===== config.mk =====
export PLATFORM = sky130hd
export DESIGN_NAME = fpcvt_top
export DESIGN_NICKNAME = d
export VERILOG_FILES = /design/src/rtl/fpcvt_pkg.sv /design/src/rtl/fpcvt_unpack.sv /design/src/rtl/fpcvt_round.sv /design/src/rtl/fpcvt_top.sv
export SDC_FILE = /design/constraint.sdc
export NUM_CORES = 1
export LEC_CHECK = 0
export BUFFER_PORTS_ARGS = -buffer_cell sky130_fd_sc_hd__buf_4
export CAP_MARGIN = 20
export CORE_UTILIZATION = 51
export CTS_BUF_LIST = sky130_fd_sc_hd__clkbuf_4 sky130_fd_sc_hd__clkbuf_8
export DETAILED_ROUTE_END_ITERATION = 10
export GPL_ROUTABILITY_DRIVEN = 0
export PLACE_DENSITY_LB_ADDON = 0.25
export SETUP_SLACK_MARGIN = 0.4
export SLEW_MARGIN = 20
export SYNTH_ARGS = -nofsm -noshare
export SYNTH_HDL_FRONTEND = slang
export SYNTH_SLANG_ARGS = --single-unit

===== constraint.sdc =====
create_clock -name clk_i -period 1.06 [get_ports clk_i]
set_input_delay 0.106 -clock clk_i [delete_from_list [all_inputs] [get_ports clk_i]]
set_output_delay 0.106 -clock clk_i [all_outputs]
set_load 0.05 [all_outputs]

===== src/rtl/fpcvt_pkg.sv =====
package fpcvt_pkg;
  typedef enum logic [1:0] {
    RM_NEAR = 2'd0,
    RM_ZERO = 2'd1,
    RM_UP   = 2'd2,
    RM_DOWN = 2'd3
  } rmode_e;

  typedef enum logic [2:0] {
    CL_ZERO = 3'd0,
    CL_SUB  = 3'd1,
    CL_NORM = 3'd2,
    CL_INF  = 3'd3,
    CL_NAN  = 3'd4
  } class_e;

  typedef struct packed {
    logic inv;
    logic ovf;
    logic unf;
    logic inx;
  } exc_t;
endpackage


===== src/rtl/fpcvt_unpack.sv =====
module fpcvt_unpack
  import fpcvt_pkg::*;
#(
  parameter int EW_I      = 8,
  parameter int FW_I      = 23,
  parameter int EW_O      = 6,
  parameter bit DENORM_EN = 1'b1
) (
  input  logic [EW_I+FW_I:0] a_i,
  output logic               sign_o,
  output class_e             cls_o,
  output int                 texp_o,
  output logic [FW_I-1:0]    frac_o,
  output logic               snan_o
);
  localparam int BI = 2 ** (EW_I - 1) - 1;
  localparam int BO = 2 ** (EW_O - 1) - 1;

  logic [EW_I-1:0] e;
  logic [FW_I-1:0] f;
  int lz;

  assign sign_o = a_i[EW_I+FW_I];
  assign e      = a_i[FW_I +: EW_I];
  assign f      = a_i[FW_I-1:0];

  // leading zeros of the fraction; last hit from the bottom is the highest one
  always_comb begin
    lz = FW_I;
    for (int i = 0; i < FW_I; i++) begin
      if (f[i]) lz = FW_I - 1 - i;
    end
  end

  always_comb begin
    cls_o  = CL_NORM;
    texp_o = int'(e) - BI + BO;
    frac_o = f;
    snan_o = 1'b0;
    if (&e) begin
      cls_o  = (f != '0) ? CL_NAN : CL_INF;
      snan_o = (f != '0) && !f[FW_I-1];
    end else if (e == '0) begin
      if (f == '0 || !DENORM_EN) begin
        cls_o = CL_ZERO;
      end else begin
        cls_o  = CL_SUB;
        texp_o = BO - BI - lz;
        frac_o = f << (lz + 1);
      end
    end
  end
endmodule


===== src/rtl/fpcvt_round.sv =====
module fpcvt_round
  import fpcvt_pkg::*;
#(
  parameter int FW_I      = 23,
  parameter int EW_O      = 6,
  parameter int FW_O      = 18,
  parameter bit DENORM_EN = 1'b1
) (
  input  logic               sign_i,
  input  class_e             cls_i,
  input  int                 texp_i,
  input  logic [FW_I-1:0]    frac_i,
  input  logic               snan_i,
  input  rmode_e             rmode_i,
  output logic [EW_O+FW_O:0] z_o,
  output exc_t               exc_o
);
  localparam int L      = FW_I + FW_O + 4;
  localparam int EMAX   = 2 ** EW_O - 1;
  localparam int SH_CAP = FW_O + 2;

  logic [L-1:0]    ext, shd, mask;
  logic [FW_O-1:0] fk;
  logic [FW_O+1:0] sum;
  logic            g, st, inc, tiny, to_inf;
  int              sh, ebase, eout;

  always_comb begin
    ext  = {1'b1, frac_i, {(FW_O + 3){1'b0}}};
    tiny = texp_i < 1;
    // beyond SH_CAP the whole significand is sticky, so the cap is exact
    sh   = tiny ? (((1 - texp_i) > SH_CAP) ? SH_CAP : (1 - texp_i)) : 0;
    shd  = ext >> sh;
    mask = ({{(L - 1){1'b0}}, 1'b1} << sh) - 1'b1;
    fk   = shd[L-2 -: FW_O];
    g    = shd[L-2-FW_O];
    st   = (|shd[L-3-FW_O:0]) | (|(ext & mask));
    unique case (rmode_i)
      RM_NEAR: inc = g & (st | fk[0]);
      RM_ZERO: inc = 1'b0;
      RM_UP:   inc = (g | st) & ~sign_i;
      default: inc = (g | st) & sign_i;
    endcase
    sum    = {1'b0, shd[L-1], fk} + (FW_O + 2)'(inc);
    ebase  = tiny ? 1 : texp_i;
    eout   = ebase - 1 + 2 * int'(sum[FW_O+1]) + int'(sum[FW_O]);
    to_inf = (rmode_i == RM_NEAR) || (rmode_i == RM_UP && !sign_i) ||
             (rmode_i == RM_DOWN && sign_i);
  end

  always_comb begin
    exc_o = '0;
    z_o   = {sign_i, {(EW_O + FW_O){1'b0}}};
    unique case (cls_i)
      CL_NAN: begin
        z_o       = {sign_i, {EW_O{1'b1}}, 1'b1, {(FW_O - 1){1'b0}}};
        exc_o.inv = snan_i;
      end
      CL_INF:  z_o = {sign_i, {EW_O{1'b1}}, {FW_O{1'b0}}};
      CL_ZERO: z_o = {sign_i, {(EW_O + FW_O){1'b0}}};
      default: begin
        if (tiny && !DENORM_EN) begin
          exc_o.unf = 1'b1;
          exc_o.inx = 1'b1;
        end else if (eout >= EMAX) begin
          exc_o.ovf = 1'b1;
          exc_o.inx = 1'b1;
          z_o = to_inf ? {sign_i, {EW_O{1'b1}}, {FW_O{1'b0}}}
                       : {sign_i, EW_O'(EMAX - 1), {FW_O{1'b1}}};
        end else begin
          z_o       = {sign_i, EW_O'(eout), sum[FW_O-1:0]};
          exc_o.inx = g | st;
          exc_o.unf = tiny & (g | st);
        end
      end
    endcase
  end
endmodule


===== src/rtl/fpcvt_top.sv =====
module fpcvt_top
  import fpcvt_pkg::*;
#(
  parameter int EW_I      = 8,
  parameter int FW_I      = 23,
  parameter int EW_O      = 6,
  parameter int FW_O      = 18,
  parameter bit DENORM_EN = 1'b1,
  localparam int IW = 1 + EW_I + FW_I,
  localparam int OW = 1 + EW_O + FW_O
) (
  input  logic          clk_i,
  input  logic          rst_ni,
  input  logic          valid_i,
  input  logic [1:0]    rmode_i,
  input  logic [IW-1:0] a_i,
  output logic          valid_o,
  output logic [OW-1:0] z_o,
  output logic [2:0]    class_o,
  output logic          ovf_o,
  output logic          unf_o,
  output logic          inx_o,
  output logic          inv_o
);
  logic            sign, snan;
  class_e          cls;
  int              texp;
  logic [FW_I-1:0] frac;
  logic [OW-1:0]   z_d;
  exc_t            exc_d, exc_q;

  fpcvt_unpack #(
    .EW_I(EW_I), .FW_I(FW_I), .EW_O(EW_O), .DENORM_EN(DENORM_EN)
  ) u_unpack (
    .a_i(a_i), .sign_o(sign), .cls_o(cls), .texp_o(texp),
    .frac_o(frac), .snan_o(snan)
  );

  fpcvt_round #(
    .FW_I(FW_I), .EW_O(EW_O), .FW_O(FW_O), .DENORM_EN(DENORM_EN)
  ) u_round (
    .sign_i(sign), .cls_i(cls), .texp_i(texp), .frac_i(frac),
    .snan_i(snan), .rmode_i(rmode_e'(rmode_i)), .z_o(z_d), .exc_o(exc_d)
  );

  always_ff @(posedge clk_i or negedge rst_ni) begin
    if (!rst_ni) begin
      valid_o <= 1'b0;
      z_o     <= '0;
      class_o <= '0;
      exc_q   <= '0;
    end else begin
      valid_o <= valid_i;
      if (valid_i) begin
        z_o     <= z_d;
        class_o <= cls;
        exc_q   <= exc_d;
      end
    end
  end

  assign inv_o = exc_q.inv;
  assign ovf_o = exc_q.ovf;
  assign unf_o = exc_q.unf;
  assign inx_o = exc_q.inx;
endmodule


==> results of run 1 <==
[per-stage QoR]
stage          setup TNS [ns]  std cells
2_1_floorplan         -255.60       1322
3_3_place_gp          -266.55       2061
3_5_place_dp          -280.21       2061
4_1_cts               -254.81       2149
[timing repair]
action	CTS
resized for setup	235
pin swaps	105
endpoints found under the setup margin	65
hold endpoints to repair	33
gates cloned	4
hold buffers	1
buffers inserted	75
[Yosys cell counts (21+ instances only)]
master / instances / area share
inv_1: 88 / 0.035
o21ai_0: 58 / 0.031
a21oi_1: 94 / 0.050
clkbuf_1: 42 / 0.017
nand4_1: 26 / 0.017
mux2i_1: 47 / 0.050
o211ai_1: 21 / 0.017
nor3_1: 39 / 0.021
xnor2_1: 25 / 0.023
nand3_1: 54 / 0.029
nor2_1: 116 / 0.047
nor4_1: 27 / 0.018
dfrtp_1: 33 / 0.088
a21o_1: 21 / 0.017
nand2_1: 132 / 0.053
ha_1: 45 / 0.060
[layer usage]
layer	track usage	GRT overflow
met1	0.787	1
met2	0.909	2
met3	0.686	0
met4	0.738	0
met5	0.367	0
[cells by family after synthesis]
family	share of synthesized area
XOR/XNOR	0.0368
AO/OA/AOI/OAI	0.357
adder cells (fa/ha/maj)	0.0624
buffers and inverters	0.0751
flip-flops	0.0883
multiplexers	0.0889
AND/OR/NAND/NOR	0.291
==> reports/results.ini, run 1 <==
[floorplan]
ios=70
rows=49
die_w_um=137
initial_core_util=0.521
die_y_um=137

[logic_synthesis]
synth_edf_count=0
synthCells=1322
synth_ff_type=dfrtp_1
synth_warnings=0
synth_seq_area_share=0.0883
ys_seq_elements=33
yosysUniqueCellTypes=118
synth_async_sr_flop_share=1.00
synth.net_count=1405
synth_area_per_cell_um2=7.07
syn_area_um2=9350

[cts]
cts_buffers=5
cts_sinks=33
clk_path_buf_depth=2
htree_num_levels=2
root_buffer=clkbuf_8

[grt]
grt_pass1_vias=18456
globalRouteOverflowTotal=3
grt_max_degree=34
track_usage=0.782
grt_pass1_wl_mm=111

[status]
tool.error=[ERROR GRT-0116] Global routing finished with congestion. Check the congestion regions in the DRC Viewer.
outcome=aborted with a tool error
stop_stage=global routing

[placement]
pre_cts_ws_ns=-10.29
portBuffers=69
dp_hpwl_mm=31.9
placed_cell_area_um2=14100

==> run 2: changes to the inputs <==
--- a/config.mk
+++ b/config.mk
@@ -7,12 +7,10 @@
 export LEC_CHECK = 0
 export BUFFER_PORTS_ARGS = -buffer_cell sky130_fd_sc_hd__buf_4
 export CAP_MARGIN = 20
-export CORE_UTILIZATION = 51
-export CTS_BUF_LIST = sky130_fd_sc_hd__clkbuf_4 sky130_fd_sc_hd__clkbuf_8
+export CORE_UTILIZATION = 36
 export DETAILED_ROUTE_END_ITERATION = 10
 export GPL_ROUTABILITY_DRIVEN = 0
-export PLACE_DENSITY_LB_ADDON = 0.25
-export SETUP_SLACK_MARGIN = 0.4
+export PLACE_DENSITY_LB_ADDON = 0.15
 export SLEW_MARGIN = 20
 export SYNTH_ARGS = -nofsm -noshare
 export SYNTH_HDL_FRONTEND = slang
==> constraint.sdc (replaced) <==
create_clock -name clk_i -period 1.4 [get_ports clk_i]
set_input_delay 0.14 -clock clk_i [delete_from_list [all_inputs] [get_ports clk_i]]
set_output_delay 0.14 -clock clk_i [all_outputs]
set_load 0.05 [all_outputs]
==> run 2 against run 1 <==
Effect of this change:
- the flow now finishes, with violations (setup timing)
- synthesized area unchanged
- synthesized cell count unchanged
==> reports/results.ini, run 2 <==
[grt]
grt_pass1_vias=13331
grt.met3_usage=0.0401
globalRouteOverflowTotal=0
grt_use_met1=0.386
met2_usage=0.543
busiest_layer=met2
antenna_found_initial=1
grt_max_degree=34
grt_pass1_wl_mm=67.2
track_usage=0.312

[sta]
tightest_slew_ns=0.577
finalWorstSetupSlack_ns=-9.13
setup_violations=31
final.period_utilization=7.52
rsz0062_at_grt=true
hold_violations=0
fin_worst_skew_ns=0
slew_headroom=0.614
period_needed_ns=10.53
slew_violations=0
max_clock_freq_mhz=95.0

[placement]
placed_cell_area_um2=14500
place_inst=2200
dp_hpwl_mm=32.3
pre_cts_ws_ns=-10.08
portBuffers=69

[setup_path]
crit_path_start_kind=input pin
slowest_delay_ns=0.52
reg2reg_to=z_o[17]
reg2reg_depth=5
crit_buf_inv=9
critical-path-top-delay-family=compound AO/OA/AOI/OAI gates
worstSetupPathType=in -> reg
crit_slowest_cell=or4_4
required_ns=1.60
crit_arrival_ns=10.72
crit_top_cell=a21oi_2
critPathCaptureType=register
reg2reg_slack_ns=0.04
worstReg2RegStart=z_o[17]
critical_path.max_fanout=9

[logic_synthesis]
synth_top_area_frac=0.0883
syn_area_um2=9350
ys_seq_elements=33
synthCells=1322
synth_async_sr_flop_share=1.00
synth_seq_area_share=0.0883
synth_edf_count=0
yosysUniqueCellTypes=118
yosys-top-cells-count=nand2_1 (132), nor2_1 (116), a21oi_1 (94)
synth_area_per_cell_um2=7.07
synth_area_leaders=dfrtp_1 (8.8%), ha_1 (6.0%), nand2_1 (5.3%)
synth_ff_type=dfrtp_1
synth_top_area_cell=dfrtp_1
synth.net_count=1405
synth_warnings=0
yosysMostFrequentCell=nand2_1

[finish]
drive_gt1_frac=0.501
top_register=z_o
reg.largest.list=z_o x25, class_o x3
layout_commonest_cell=buf_4
stdcell_area_um2=16400
fillers=2140
fin_cells=2277
largest_reg_flops=25
final_util=0.649
nets=2028
areaGrowthSynthToFinish_pct=75.7
final_cell_mix=buf_4 (652), nand2_1 (127), nor2_1 (105)

[cts]
clk_path_buf_depth=2
clk_latency_ns=0.28
clkTransAtPathRegs_ns=0.06
root_buffer=clkbuf_16
cts_buffers=5
cts_tree=done
cts_sinks=33
htree_num_levels=2

[worst_hold_path]
hold_path_class=in -> reg
min_to=class_o[1]
min_from=valid_i
hold_depth=2

[routing]
dr.pass1.iters=7
ant_nets=0
drt-vias-per-instance=5.84
vias=13294
wl_mm=41.8
drtIter0Drc=1008
post_drt_wl_per_cell_um=18.4
drc=0

[power_and_ir_drop]
powerDensity_nw_per_um2=748
power.leakage_nw=7.51
max-vdd-ir-drop_uv=1080
power.total_w=0.0123

[floorplan]
initial_core_util=0.369
ios=70
core_um2=25300
rows=58
die_w_um=163
die_y_um=163
die-area_um2=26600

[job]
cap_viol_max_count=0

[status]
outcome=finished, violations left
violations=setup timing

[run 2: cell counts after synthesis]
Identical to the previous run, type by type.
[run 2: worst reg2reg max path: stages (launching register included)]
cell and delay (ns):
dfrtp_1 0.38, inv_1 0.06, o21ai_0 0.33, nor3b_1 0.10
mux2_1 0.30, a21oi_1 0.11
[run 2: timing repair]
| action | in CTS | in global routing |
|---|---|---|
| cloned | 4 | 0 |
| endpoints found under the setup margin | 31 | 31 |
| resized for setup | 184 | 42 |
| hold buffers | 1 | 0 |
| pin swaps | 84 | 12 |
| buffers inserted | 57 | 8 |
| endpoints found under the hold margin | 33 | 0 |
[run 2: where the power goes]
group / switching [W] / total [W] / internal (W)
Sequential: 0.000160 / 0.00133 / 0.00117
Clock: 0.000418 / 0.00117 / 0.000753
Combinational: 0.00518 / 0.00980 / 0.00462
[run 2: layout make-up]
class,count,area [µm²],share of cell area
clock inverter,1,5.00,0.000305
sequential,33,826,0.0503
antenna,1,2.50,0.000152
inverter,90,348,0.0212
multi-input combinational,1123,9210,0.560
timing repair buffer,692,5480,0.333
tap,330,413,0.0251
clock buffer,7,153,0.00929
[run 2: worst max path at each step]
stage,start,to,cells past startpoint
after CTS,a_i[6],z_o[6],60
after floorplan,a_i[0],z_o[19],61
final,a_i[5],z_o[6],58
after global placement,a_i[23],z_o[6],59
after global routing,a_i[23],z_o[17],61
after detailed placement,a_i[23],z_o[6],59
[run 2: cells by family (layout without fill, tap and decap cells)]
group | Yosys count | after routing | synth area share
buf+inv | 167 | 790 | 0.0751
compound gates | 450 | 451 | 0.357
flops | 33 | 33 | 0.0883
simple gates | 522 | 522 | 0.291
mux | 69 | 69 | 0.0889
other cells | 0 | 1 | 0
xor+xnor | 35 | 35 | 0.0368
fa+ha+maj | 46 | 46 | 0.0624
[run 2: routing by layer]
| layer | wire, µm | share of wire |
|---|---|---|
| met2 | 20200 | 0.48 |
| met5 | 0 | 0 |
| met4 | 1700 | 0.041 |
| met3 | 2580 | 0.062 |
| met1 | 17300 | 0.41 |
[run 2: per-stage QoR]
step	TNS (ns)	hold slack, ns
2_1_floorplan	-246.06	-0.156
3_3_place_gp	-266.97	0.105
3_5_place_dp	-272.90	0.109
4_1_cts	-240.75	0.0878
5_1_grt	-262.12	0.114
6_report	-246.39	0.0925
Note: power is estimated with default switching activity, not from simulation.
